==> src/rtl/pfx_pkg.sv <==
`timescale 1ns/1ps
package pfx_pkg;
  localparam int BYTE_W = 8;
  localparam int ACC_W = BYTE_W + 1;
  localparam int STEP = 8;
  localparam logic [BYTE_W-1:0] CFG_KEY = 8'hBF;
  localparam int IDX_ACR = 0;
  localparam int IDX_CPR = 1;
  localparam int NUM_IDX = 2;
  localparam int OFS_EFR = 2;
  localparam int OFS_LCR = 3;
  localparam int OFS_MCR = 4;
  localparam int OFS_ICR = 5;
  localparam int OFS_SPR = 7;
  localparam int OFS_TFS = 12;
  localparam int OFS_RFS = 13;
  localparam int ENH_BIT = 4;
  localparam int DTR_BIT = 4;
  localparam int CLKSEL_BIT = 7;

  typedef struct packed {
    logic lcr;
    logic mcr;
    logic spr;
    logic icr;
    logic efr;
    logic fcr;
  } wr_dec_t;

  // effective divisor in eighths; small values clamp to unity
  function automatic logic [ACC_W-1:0] eff_div(input logic [BYTE_W-1:0] raw);
    if (raw < BYTE_W'(STEP)) return ACC_W'(STEP);
    return ACC_W'(raw);
  endfunction

  function automatic logic [ACC_W-1:0] acc_sum(input logic [ACC_W-1:0] acc);
    return acc + ACC_W'(STEP);
  endfunction
endpackage

==> src/rtl/pfx_decode.sv <==
`timescale 1ns/1ps
module pfx_decode
  import pfx_pkg::*;
#(
  parameter int ADDR_W = 4
) (
  input  logic              wr_en,
  input  logic [ADDR_W-1:0] addr,
  input  logic [BYTE_W-1:0] lcr_q,
  output wr_dec_t           dec,
  output logic              key_on
);
  logic at_efr;

  always_comb begin
    key_on  = (lcr_q == CFG_KEY);
    at_efr  = wr_en && (addr == ADDR_W'(OFS_EFR));
    dec.lcr = wr_en && (addr == ADDR_W'(OFS_LCR));
    dec.mcr = wr_en && (addr == ADDR_W'(OFS_MCR));
    dec.spr = wr_en && (addr == ADDR_W'(OFS_SPR));
    dec.icr = wr_en && (addr == ADDR_W'(OFS_ICR));
    dec.efr = at_efr && key_on;
    dec.fcr = at_efr && !key_on;
  end
endmodule

==> src/rtl/pfx_regbank.sv <==
`timescale 1ns/1ps
module pfx_regbank
  import pfx_pkg::*;
(
  input  logic              clk,
  input  logic              rst_n,
  input  wr_dec_t           dec,
  input  logic [BYTE_W-1:0] wdata,
  output logic [BYTE_W-1:0] lcr_q,
  output logic [BYTE_W-1:0] mcr_q,
  output logic [BYTE_W-1:0] spr_q,
  output logic [BYTE_W-1:0] efr_q,
  output logic [BYTE_W-1:0] cpr_q,
  output logic [BYTE_W-1:0] icr_rd,
  output logic              cpr_we,
  output logic              dtr_bit
);
  logic [BYTE_W-1:0] ix_q [NUM_IDX];
  logic              enh;

  assign enh    = efr_q[ENH_BIT];
  assign cpr_we = dec.icr && enh && (spr_q == BYTE_W'(IDX_CPR));

  always_ff @(posedge clk) begin
    if (!rst_n) begin
      lcr_q <= '0;
      mcr_q <= '0;
      spr_q <= '0;
      efr_q <= '0;
    end else begin
      if (dec.lcr) lcr_q <= wdata;
      if (dec.mcr) mcr_q <= wdata;
      if (dec.spr) spr_q <= wdata;
      if (dec.efr) efr_q <= wdata;
    end
  end

  for (genvar g = 0; g < NUM_IDX; g++) begin : g_ix
    always_ff @(posedge clk) begin
      if (!rst_n) ix_q[g] <= '0;
      else if (dec.icr && enh && (spr_q == BYTE_W'(g))) ix_q[g] <= wdata;
    end
  end

  always_comb begin
    icr_rd = '0;
    for (int k = 0; k < NUM_IDX; k++)
      if (spr_q == BYTE_W'(k)) icr_rd = ix_q[k];
  end

  assign cpr_q   = ix_q[IDX_CPR];
  assign dtr_bit = ix_q[IDX_ACR][DTR_BIT];
endmodule

==> src/rtl/pfx_frac_gen.sv <==
`timescale 1ns/1ps
module pfx_frac_gen
  import pfx_pkg::*;
(
  input  logic              clk,
  input  logic              rst_n,
  input  logic              clksel,
  input  logic [BYTE_W-1:0] cpr,
  input  logic              restart,
  output logic              baud_en,
  output logic [ACC_W-1:0]  acc_q
);
  logic [ACC_W-1:0] div;
  logic [ACC_W-1:0] sum;
  logic             hit;

  always_comb begin
    div = eff_div(cpr);
    sum = acc_sum(acc_q);
    hit = (sum >= div);
  end

  always_ff @(posedge clk) begin
    if (!rst_n) begin
      acc_q   <= '0;
      baud_en <= 1'b0;
    end else if (restart || !clksel) begin
      acc_q   <= '0;
      baud_en <= !clksel;
    end else if (hit) begin
      acc_q   <= sum - div;
      baud_en <= 1'b1;
    end else begin
      acc_q   <= sum;
      baud_en <= 1'b0;
    end
  end
endmodule

==> src/rtl/pfx_rd_mux.sv <==
`timescale 1ns/1ps
module pfx_rd_mux
  import pfx_pkg::*;
#(
  parameter int ADDR_W = 4,
  parameter logic [BYTE_W-1:0] TFS_VAL = 8'd128,
  parameter logic [BYTE_W-1:0] RFS_VAL = 8'd128
) (
  input  logic [ADDR_W-1:0] addr,
  input  logic              key_on,
  input  logic [BYTE_W-1:0] lcr_q,
  input  logic [BYTE_W-1:0] mcr_q,
  input  logic [BYTE_W-1:0] spr_q,
  input  logic [BYTE_W-1:0] efr_q,
  input  logic [BYTE_W-1:0] icr_rd,
  output logic [BYTE_W-1:0] rdata
);
  always_comb begin
    rdata = '0;
    if (addr == ADDR_W'(OFS_EFR))      rdata = key_on ? efr_q : '0;
    else if (addr == ADDR_W'(OFS_LCR)) rdata = lcr_q;
    else if (addr == ADDR_W'(OFS_MCR)) rdata = mcr_q;
    else if (addr == ADDR_W'(OFS_ICR)) rdata = icr_rd;
    else if (addr == ADDR_W'(OFS_SPR)) rdata = spr_q;
    else if (addr == ADDR_W'(OFS_TFS)) rdata = TFS_VAL;
    else if (addr == ADDR_W'(OFS_RFS)) rdata = RFS_VAL;
  end
endmodule

==> src/rtl/frac_baud_prescaler.sv <==
`timescale 1ns/1ps
module frac_baud_prescaler
  import pfx_pkg::*;
#(
  parameter int ADDR_W = 4,
  parameter int TX_FIFO_DEPTH = 128,
  parameter int RX_FIFO_DEPTH = 128
) (
  input  logic              clk,
  input  logic              rst_n,
  input  logic              wr_en,
  input  logic [ADDR_W-1:0] addr,
  input  logic [7:0]        wdata,
  output logic [7:0]        rdata,
  output logic              fcr_wstb,
  output logic              baud_en,
  output logic              auto_dtr_en
);
  localparam logic [BYTE_W-1:0] TFS_VAL = BYTE_W'(TX_FIFO_DEPTH);
  localparam logic [BYTE_W-1:0] RFS_VAL = BYTE_W'(RX_FIFO_DEPTH);

  wr_dec_t           dec;
  logic              key_on;
  logic [BYTE_W-1:0] lcr_q, mcr_q, spr_q, efr_q, cpr_q, icr_rd;
  logic              cpr_we;
  logic              clksel;
  logic              restart;
  logic [ACC_W-1:0]  acc_q;

  pfx_decode #(.ADDR_W(ADDR_W)) u_dec (
    .wr_en(wr_en), .addr(addr), .lcr_q(lcr_q), .dec(dec), .key_on(key_on)
  );

  pfx_regbank u_regs (
    .clk(clk), .rst_n(rst_n), .dec(dec), .wdata(wdata),
    .lcr_q(lcr_q), .mcr_q(mcr_q), .spr_q(spr_q), .efr_q(efr_q),
    .cpr_q(cpr_q), .icr_rd(icr_rd), .cpr_we(cpr_we), .dtr_bit(auto_dtr_en)
  );

  assign clksel   = mcr_q[CLKSEL_BIT];
  assign restart  = cpr_we || dec.mcr;
  assign fcr_wstb = dec.fcr;

  pfx_frac_gen u_gen (
    .clk(clk), .rst_n(rst_n), .clksel(clksel), .cpr(cpr_q),
    .restart(restart), .baud_en(baud_en), .acc_q(acc_q)
  );

  pfx_rd_mux #(.ADDR_W(ADDR_W), .TFS_VAL(TFS_VAL), .RFS_VAL(RFS_VAL)) u_rd (
    .addr(addr), .key_on(key_on), .lcr_q(lcr_q), .mcr_q(mcr_q),
    .spr_q(spr_q), .efr_q(efr_q), .icr_rd(icr_rd), .rdata(rdata)
  );
endmodule

==> config.mk <==
export PLATFORM = sky130hd
export DESIGN_NAME = frac_baud_prescaler
export DESIGN_NICKNAME = d
export VERILOG_FILES = /design/src/rtl/pfx_pkg.sv /design/src/rtl/pfx_decode.sv /design/src/rtl/pfx_regbank.sv /design/src/rtl/pfx_frac_gen.sv /design/src/rtl/pfx_rd_mux.sv /design/src/rtl/frac_baud_prescaler.sv
export SDC_FILE = /design/constraint.sdc
export NUM_CORES = 1
export LEC_CHECK = 0
export BUFFER_PORTS_ARGS = -buffer_cell sky130_fd_sc_hd__buf_4
export CORE_ASPECT_RATIO = 0.6
export CORE_MARGIN = 8
export CORE_UTILIZATION = 50
export DETAILED_ROUTE_END_ITERATION = 7
export PLACE_DENSITY = 0.64
export REMOVE_ABC_BUFFERS = 1
export SYNTH_ARGS = -nofsm -noshare
export SYNTH_HDL_FRONTEND = slang
export SYNTH_SLANG_ARGS = --single-unit
==> constraint.sdc <==
create_clock -name clk -period 3.1 [get_ports clk]
set_clock_uncertainty 0.1 [all_clocks]
set_input_delay 0.465 -clock clk [delete_from_list [all_inputs] [get_ports clk]]
set_output_delay 0.465 -clock clk [all_outputs]
set_load 0.02 [all_outputs]
# ---- Word level (Yosys, flattened, before mapping)
# Memories as Yosys holds them, arrays and structs flattened.
# Index checks and enable logic that the tools add are counted.
dict set report totals {
  regBits 42
  latch_bits 0
  ramBits 16
  romBits 0
  inputBits 15
  output_inout_bits 11
  wordCells 64
  n_memories 1
}
# memory depth width read_ports rd_ports_with_merged_regs write_ports line_no
set mem_list {}
lappend mem_list {u_regs.ix_q 2 8 2 0 2 pfx_regbank.sv:18} ;# logic [BYTE_W-1:0] ix_q [NUM_IDX];
dict set report classes {
  addsub 2
  multipliers 0
  div 0
  magnitude_cmp 2
  n_eq_ne 9
  shift 0
  muxes 25
  bitwise_logic 3
  reduce_logical 16
}
# op n
set ops {}
lappend ops {{two-way mux 8 bit} 12}
lappend ops {{two-way mux 9 bit} 3}
lappend ops {{equality test 4 x 3 -> 1 bit, second input constant} 3}
lappend ops {{logical AND 1 bit} 10}
lappend ops {{two-way mux 1 bit} 10}
lappend ops {{adder 9 x 4 -> 9 bit, second input constant} 1}
lappend ops {{greater-or-equal comparator 9 bit} 1}
lappend ops {{subtractor 9 bit} 1}
lappend ops {{equality test 4 x 2 -> 1 bit, second input constant} 2}
lappend ops {{equality test 4 bit, second input constant} 2}
lappend ops {{equality test 8 x 1 -> 1 bit, second input constant} 1}
lappend ops {{equality test 8 bit, second input constant} 1}
lappend ops {{zero test 8 bit} 1}
lappend ops {{less-than comparator 8 x 4 -> 1 bit, second input constant} 1}
lappend ops {{zero test 1 bit} 2}
lappend ops {{logical OR 1 bit} 2}
lappend ops {{bitwise OR 1 bit} 2}
lappend ops {{OR reduction 2 bit} 1}
lappend ops {{inverter 1 bit} 1}

# ---- Logic depth before layout (Yosys ltp)
# Gate-level depths: netlist (run 1).
dict set report depth {
  depth_word 8
  depth_mapped 11
  ltp_nobuf 11
}

# ---- Hierarchy
# Synthesis (run 1) repeated with hierarchy kept, for this count alone.
dict set report hier_totals {
  cells_unflattened 379
  hier_area_um2 3652.3
}
# module instances cells_each area_each_um2
set modules_own_cells {}
lappend modules_own_cells {pfx_regbank 1 186 2189.6}
lappend modules_own_cells {pfx_frac_gen 1 117 917.1}
lappend modules_own_cells {pfx_rd_mux 1 60 430.4}
lappend modules_own_cells {pfx_decode 1 15 108.9}
lappend modules_own_cells {frac_baud_prescaler 1 1 6.3}

# ---- Least setup slack after synthesis (run 1)
# Ideal clock, no wire load.
dict set report synth_timing {
  path_kind {reg-to-reg}
  from {reg u_regs.spr_q[4]}
  to {mem u_regs.ix_q[0][0], enable pin}
  arrival_time_ns 2.252
  path_slack_ns 0.361
  path_stages_with_launch 5
  path_buffers 1
  path_cell_list {dfxtp_1 > or4_4 > or4b_4 > buf_6 > o31ai_1}
}
# item line_no
set synth_lines {}
lappend synth_lines {{from (decl)} pfx_regbank.sv:11} ;# output logic [BYTE_W-1:0] spr_q,
lappend synth_lines {{from (signal assigned)} pfx_regbank.sv:33} ;# if (dec.spr) spr_q <= wdata;
lappend synth_lines {{to (decl)} pfx_regbank.sv:18}

# ---- Worst setup path in the final report (run 1)
dict set report layout_timing {
  from {reg u_regs.spr_q[4]}
  to {out rdata[6]}
}
dict set report layout_between {
  elab_chain_len 7
}
# item line_no
set layout_lines {}
lappend layout_lines {{zero test 8 bit} pfx_regbank.sv:48} ;# if (spr_q == BYTE_W'(k)) icr_rd = ix_q[k];
lappend layout_lines {{two-way mux 8 bit} pfx_regbank.sv:48}
lappend layout_lines {{two-way mux 8 bit (*)} pfx_regbank.sv:48}
lappend layout_lines {{two-way mux 8 bit (*)} pfx_rd_mux.sv:23} ;# else if (addr == ADDR_W'(OFS_ICR)) rdata = icr_rd;
lappend layout_lines {{two-way mux 8 bit (*)} pfx_rd_mux.sv:22} ;# else if (addr == ADDR_W'(OFS_MCR)) rdata = mcr_q;
lappend layout_lines {{two-way mux 8 bit (*)} pfx_rd_mux.sv:21} ;# else if (addr == ADDR_W'(OFS_LCR)) rdata = lcr_q;
lappend layout_lines {{two-way mux 8 bit (*)} pfx_rd_mux.sv:20} ;# if (addr == ADDR_W'(OFS_EFR)) rdata = key_on ? efr_q : '0;
lappend layout_lines {{to (decl)} frac_baud_prescaler.sv:14} ;# output logic [7:0] rdata,
# Every way passes the cells marked *; elsewhere a longest branch is shown, timed or not.

==> results of run 1 <==
flip-flops by register name, summed over array words and instances, names as in the netlist:
name           count
u_regs.mcr_q       8
u_regs.lcr_q       8
u_regs.efr_q       8
u_regs.ix_q       16
u_gen.acc_q        9
u_gen.baud_en      1
u_regs.spr_q       8
power breakdown:
part / switching [W] / internal, W
Clock: 0.000310 / 0.000452
Combinational: 0.000103 / 0.0000705
Sequential: 0.00000863 / 0.000789
synth_stat cells (2+ instances only):
cell,number
nor3b_1,3
nor2b_1,8
a21o_1,3
xnor2_1,3
nand4_1,2
o211ai_1,2
xor2_1,3
nand2b_1,4
edfxtp_1,16
mux2i_1,38
nand4b_1,2
nor4_4,2
inv_1,9
o21a_1,3
buf_2,2
and3_1,13
a31oi_1,2
nand3b_1,2
or3_1,2
a21oi_1,20
o221ai_1,7
and2_1,13
nor3_1,9
nand2_1,39
nand3_1,7
o21ai_0,5
clkbuf_1,14
ha_1,9
nor2_1,35
dfxtp_1,42
a22o_1,7
o31ai_1,2
worst min-delay path: cells and delay by family:
kind,cells,cell delay (ps)
buffers and inverters,1,110
AND/OR/NAND/NOR,1,70
multiplexers,1,60
worst max path at each step:
stage,start,end,cells past startpoint
floorplan,u_regs.ix_q[1][6],u_gen.acc_q[5],9
global placement,u_regs.ix_q[1][6],u_gen.acc_q[1],10
detailed placement,u_regs.ix_q[1][6],u_gen.acc_q[6],10
CTS,u_regs.spr_q[4],rdata[6],5
global route,u_regs.spr_q[4],rdata[6],5
finish,u_regs.spr_q[4],rdata[6],5
per-layer routing:
metal | GRT usage (%) | vias up | wire (um)
li1 | - | 1292 | -
met3 | 5.636 | 6 | 658
met1 | 27.40 | 1195 | 4258
met5 | 0 | - | 0
met4 | 7.528 | 0 | 80
met2 | 23.34 | 89 | 3089
stage by stage:
step / hold slack, ps / util, % / area, um2 / setup WS [ps]
floorplan: 336.7 / - / 3107 / -189.9
global placement: 342.2 / 56.12 / 3445 / 221.6
detailed placement: 349.3 / 56.12 / 3445 / 129.4
CTS: 286.5 / 59.82 / 3672 / 88.48
global route: 300.9 / 60.23 / 3697 / 4.687
finish: 302.9 / 60.23 / 3697 / 110.1
timing repair:
| action | CTS | global route |
|---|---|---|
| gates resized for setup | 0 | 4 |
| setup endpoints to repair | 0 | 10 |
| buffers inserted | 0 | 1 |
cell families (layout without fill, tap and decap cells):
group	after synthesis	in the layout	synth area share, %
simple gates	150	150	25.19
flops	58	58	41.49
compound gates	55	55	11.59
mux	39	39	12.30
buf+inv	28	58	3.615
fa+ha+maj	10	10	4.165
xor+xnor	6	6	1.651
final cells by class:
cell class	instances	area (um2)
inverters	10	37.54
clock inverters	2	12.51
flip-flops and latches	58	1321
multi-input cells	260	1765
repair buffers	32	240.2
clock buffers	14	215.2
fillers	555	2441
well taps	84	105.1
==> summary.txt, run 1 <==
commonest non-fill, non-tap cell in the layout: dfxtp_1
Worst Setup Path Type: flip-flop to output port
final wirelength: 8087 um
share of the synthesized area in the top cell type: 26.40%
root buf cell: clkbuf_8
Worst-Skew Late Latency: 350 ps
routed vias/inst: 5.613
total track usage: 18.40%
CTS tree: built
Netlist cell types: 50
worst min-delay path class: input port to flip-flop
Synth area leaders: dfxtp_1, edfxtp_1, mux2i_1
largest net degree at the start of global routing: 34
TritonCTS Buffers: 9
global route total overflow: 0
# hold bufs at CTS: 0
total clock sinks: 58
WL/cell: 17.58 um
Finished Layout Cells: 460
Setup violations, final: 0
die span in x: 119.0 um
core area: 6138 um2
Initial DRC Count: 217
Yosys warning total: 0
Max clock buf depth: 2
startpoint types: flip-flop
minimum clock period: 2990 ps
Syn Area/Cell: 9.203 um2
Final TNS setup: 0 ps
first-pass GRT wire length: 13360 um
critical path's slowest cell: or4b_4
synthesized cell area: 3184 um2
Yosys top cell by area: dfxtp_1
Top FF cell, synth: dfxtp_1
layout cell share with drive strength beyond 1: 15.69%
peak supply drop: 0.0002724 V
Post-DP HPWL: 6028 um
outcome: completed
Initial Util: 51.88%
Worst path top cell family by delay: simple AND/OR/NAND/NOR gates
Pwr Total: 0.001733 W
WHS Path Cells: 3
# diodes: 0
post-synthesis sequential area ratio: 41.49%
I/O pins: 26
Syn-to-layout area delta: 16.11%
RR Endpoint: u_gen.acc_q[6]
initial antenna violation count: 0
vias in the first global route: 2537
leakage: 1.656 nW
DR pass1 iterations: 6
synthesized flop and latch total: 58
global placement routability congestion: 0.8567
row count: 22
vias: 2582
number of hold violations in the final report: 0
Tcrit/Tclk final: 96.45%
Worst R2R Start: u_regs.ix_q[1][6]
Slew @ Worst Pin: 748.5 ps
crit-path cells: or4_4 > or4b_4 > o221ai_1 > a22o_1 > buf_4
htree depth: 3
fmax: 334.5 MHz
Hold Path Sink: u_regs.spr_q[3]
most frequent cells in the layout: dfxtp_1, nand2_1, mux2i_1
Post-synth EDFFs: 16
Max-slew headroom: 50.03%
CP Max Fanout: 8
synthesized instance count: 346
die area: 9262 um2
IO Port Bufs: 25
Residual DRC: 0
Max Slew Vio Count: 0
DRT antenna net count: 0
worst reg-to-reg setup slack: 300 ps
critical path capture point type: output port
max cap viols: 0
nets@finish: 396
die span in y: 77.82 um
RSZ-0062 raised after global routing: no
Cell Pwr Density: 468.7 nW/um2
CP bufs+invs: 1
Worst EP arrival: 2420 ps
Worst path max stage delay: 630 ps
CP required: 2530 ps
R2R depth: 10
clock slew at reported path FFs: 60 ps
hold_sp: wdata[3]
Placed Cells: 443
Async SR Flop Fraction: 0%
No activity file was read; power rests on OpenSTA's default activity.
==> inputs of run 2 (changes only) <==
Settings changed: GPL_TIMING_DRIVEN set to 0, SETUP_SLACK_MARGIN set to 0.15.
==> summary.txt, run 2 (synthesis gave the netlist of run 1 again) <==
outcome: completed (unchanged)
nets@finish: 394 (was 396)
Net Switching: 0.0004096 W (was 0.0004216 W)
CTS tree: built (unchanged)
total clock sinks: 58 (unchanged)
RSZ-0062 raised after global routing: yes (was no)
Cell Pwr Density: 428.1 nW/um2 (was 468.7 nW/um2)
clock power share: 37.8% (was 44.0%)
Initial DRC Count: 232 (was 217)
htree depth: 3 (unchanged)
row count: 22 (unchanged)
Setup violations, final: 0 (unchanged)
final wirelength: 8086 um (was 8087 um)
Post-DP HPWL: 5758 um (was 6028 um)
Syn-to-layout area delta: 15.76% (was 16.11%)
switching share of power: 25.96% (was 24.33%)
clock slew at reported path FFs: 70 ps (was 60 ps)
initial antenna violation count: 0 (unchanged)
CP required: 2530 ps (about the same)
global placement routability congestion: 0.8607 (was 0.8567)
Worst EP arrival: 2360 ps (was 2420 ps)
core area: 6138 um2 (unchanged)
leakage: 1.633 nW (was 1.656 nW)
number of hold violations in the final report: 0 (unchanged)
# fillers: 542 (was 555)
commonest non-fill, non-tap cell in the layout: dfxtp_1 (unchanged)
Int Pwr: 0.001168 W (was 0.001311 W)
Biggest register: u_regs.ix_q (unchanged)
Residual DRC: 0 (unchanged)
register area: 1323 um2 (was 1321 um2)
WL/cell: 17.66 um (was 17.58 um)
max cap viols: 0 (unchanged)
I/O pins: 26 (unchanged)
vias: 2641 (was 2582)
Worst path max stage delay: 630 ps (about the same)
first-pass GRT wire length: 12770 um (was 13360 um)
die span in x: 119.0 um (unchanged)
Core Util, Final: 60.05% (was 60.23%)
Comb pwr share: 11.6% (was 10.0%)
# hold bufs at CTS: 0 (unchanged)
startpoint types: flip-flop (unchanged)
max reg flops: 16 (unchanged)
Multi-input gate area: 1822 um2 (was 1765 um2)
fmax: 342.2 MHz (was 334.5 MHz)
Slew @ Worst Pin: 1075 ps (was 748.5 ps)
CP Max Fanout: 8 (unchanged)
total track usage: 17.56% (was 18.40%)
Final TNS setup: 0 ps (unchanged)
critical path capture point type: output port (unchanged)
peak supply drop: 0.0003357 V (was 0.0002724 V)
most frequent cells in the layout: dfxtp_1, nand2_1, mux2i_1 (unchanged)
Worst Setup Path Type: flip-flop to output port (unchanged)
layout cell share with drive strength beyond 1: 16.31% (was 15.69%)
routed vias/inst: 5.766 (was 5.613)
# diodes: 0 (unchanged)
root buf cell: clkbuf_8 (unchanged)
Max Slew Vio Count: 0 (unchanged)
Max-slew headroom: 27.90% (was 50.03%)
vias in the first global route: 2404 (was 2537)
DR pass1 iterations: 5 (was 6)
die span in y: 77.82 um (unchanged)
global route total overflow: 0 (unchanged)
Seq pwr share: 50.6% (was 46.0%)
DRT antenna net count: 0 (unchanged)
worst min-delay path class: input port to flip-flop (unchanged)
critical path's slowest cell: or4b_4 (unchanged)
TritonCTS Buffers: 9 (unchanged)
IO Port Bufs: 25 (unchanged)
largest net degree at the start of global routing: 35 (was 34)
Worst-Skew Late Latency: 340 ps (was 350 ps)
Hold WS: 301.7 ps (was 302.9 ps)
crit-path cells: or4_4 > or4b_4 > o221ai_1 > a22o_1 > buf_4 (unchanged)
Tcrit/Tclk final: 94.28% (was 96.45%)
minimum clock period: 2923 ps (was 2990 ps)
Initial Util: 51.88% (unchanged)
Largest regs: u_regs.ix_q x16, u_gen.acc_q x9 (unchanged)
Max clock buf depth: 2 (unchanged)
die area: 9262 um2 (unchanged)
-- run 2: cell types whose count changed in the layout (fill, tap and decap cells not counted), moves of 2 or more --
cell	change
buf_4	-5
o221ai_1	-4
o221ai_2	+4
buf_6	+3
clkbuf_1	+2
clkbuf_16	-2
clkbuf_8	-2
clkinv_1	+2
-- run 2: final cells by class --
class | instances | share of cell area (%)
Multi-Input combinational cell | 260 | 49.42
Clock inverter | 4 | 0.4752
Tap cell | 84 | 2.851
Inverter | 10 | 1.018
Clock buffer | 12 | 3.938
Sequential cell | 58 | 35.88
Timing Repair Buffer | 30 | 6.415
-- run 2: path summary, 6_finish.rpt --
| check | startpoint | end | slack [ps] | depth (start not counted) |
|---|---|---|---|---|
| setup / recovery | u_regs.spr_q[7] | rdata[3] | 180 | 5 |
| hold / removal | wdata[3] | u_regs.mcr_q[3] | 300 | 3 |
| setup reg to reg | u_regs.spr_q[7] | u_regs.ix_q[0][6] | 210 | 4 |
| hold reg to reg | u_regs.mcr_q[5] | u_regs.mcr_q[5] | 350 | 2 |
-- run 2: routing by layer --
metal,up-vias,part of all wire (%),global-route usage [%],routed length [um]
li1,1292,-,-,-
met1,1255,53,26.61,4302
met2,90,39,22.28,3143
met3,4,7.3,6.431,588
met4,0,0.64,4.141,52
met5,-,0,0,0
-- run 2: power by group through the flow --
stage / Clock [W] / Combinational, W / Sequential, W
detailed placement: 0 / 0.000165 / 0.000814
finish: 0.000597 / 0.000183 / 0.000798
global placement: 0 / 0.000164 / 0.000814
CTS: 0.000608 / 0.000172 / 0.000797
global route: 0.000642 / 0.000197 / 0.000799
floorplan: 0 / 0.0000952 / 0.000813
-- run 2: metrics by stage --
step | cell area [um2] | worst slack (ps) | std cells | power [W]
3_5_place_dp | 3405 | -478.8 | 437 | 0.0009787
5_1_grt | 3686 | 101.0 | 458 | 0.001638
3_3_place_gp | 3400 | -1129 | 437 | 0.0009774
2_1_floorplan | 3107 | -189.9 | 328 | 0.0009079
4_1_cts | 3613 | 127.5 | 456 | 0.001577
6_report | 3686 | 177.3 | 458 | 0.001578
-- run 2: what timing repair did --
action / 4_1_cts / 5_1_grt
pin swaps: 3 / 8
setup buffers: 3 / 2
gates cloned: 0 / 0
endpoints found under the setup margin: 22 / 25
gates resized for setup: 4 / 12
-- run 2: worst max-delay path, delay by kind of cell (launching register included) --
kind            cells  cell delay [ps]
flops               1              330
compound gates      2              380
simple gates        2             1170
buf+inv             1              130
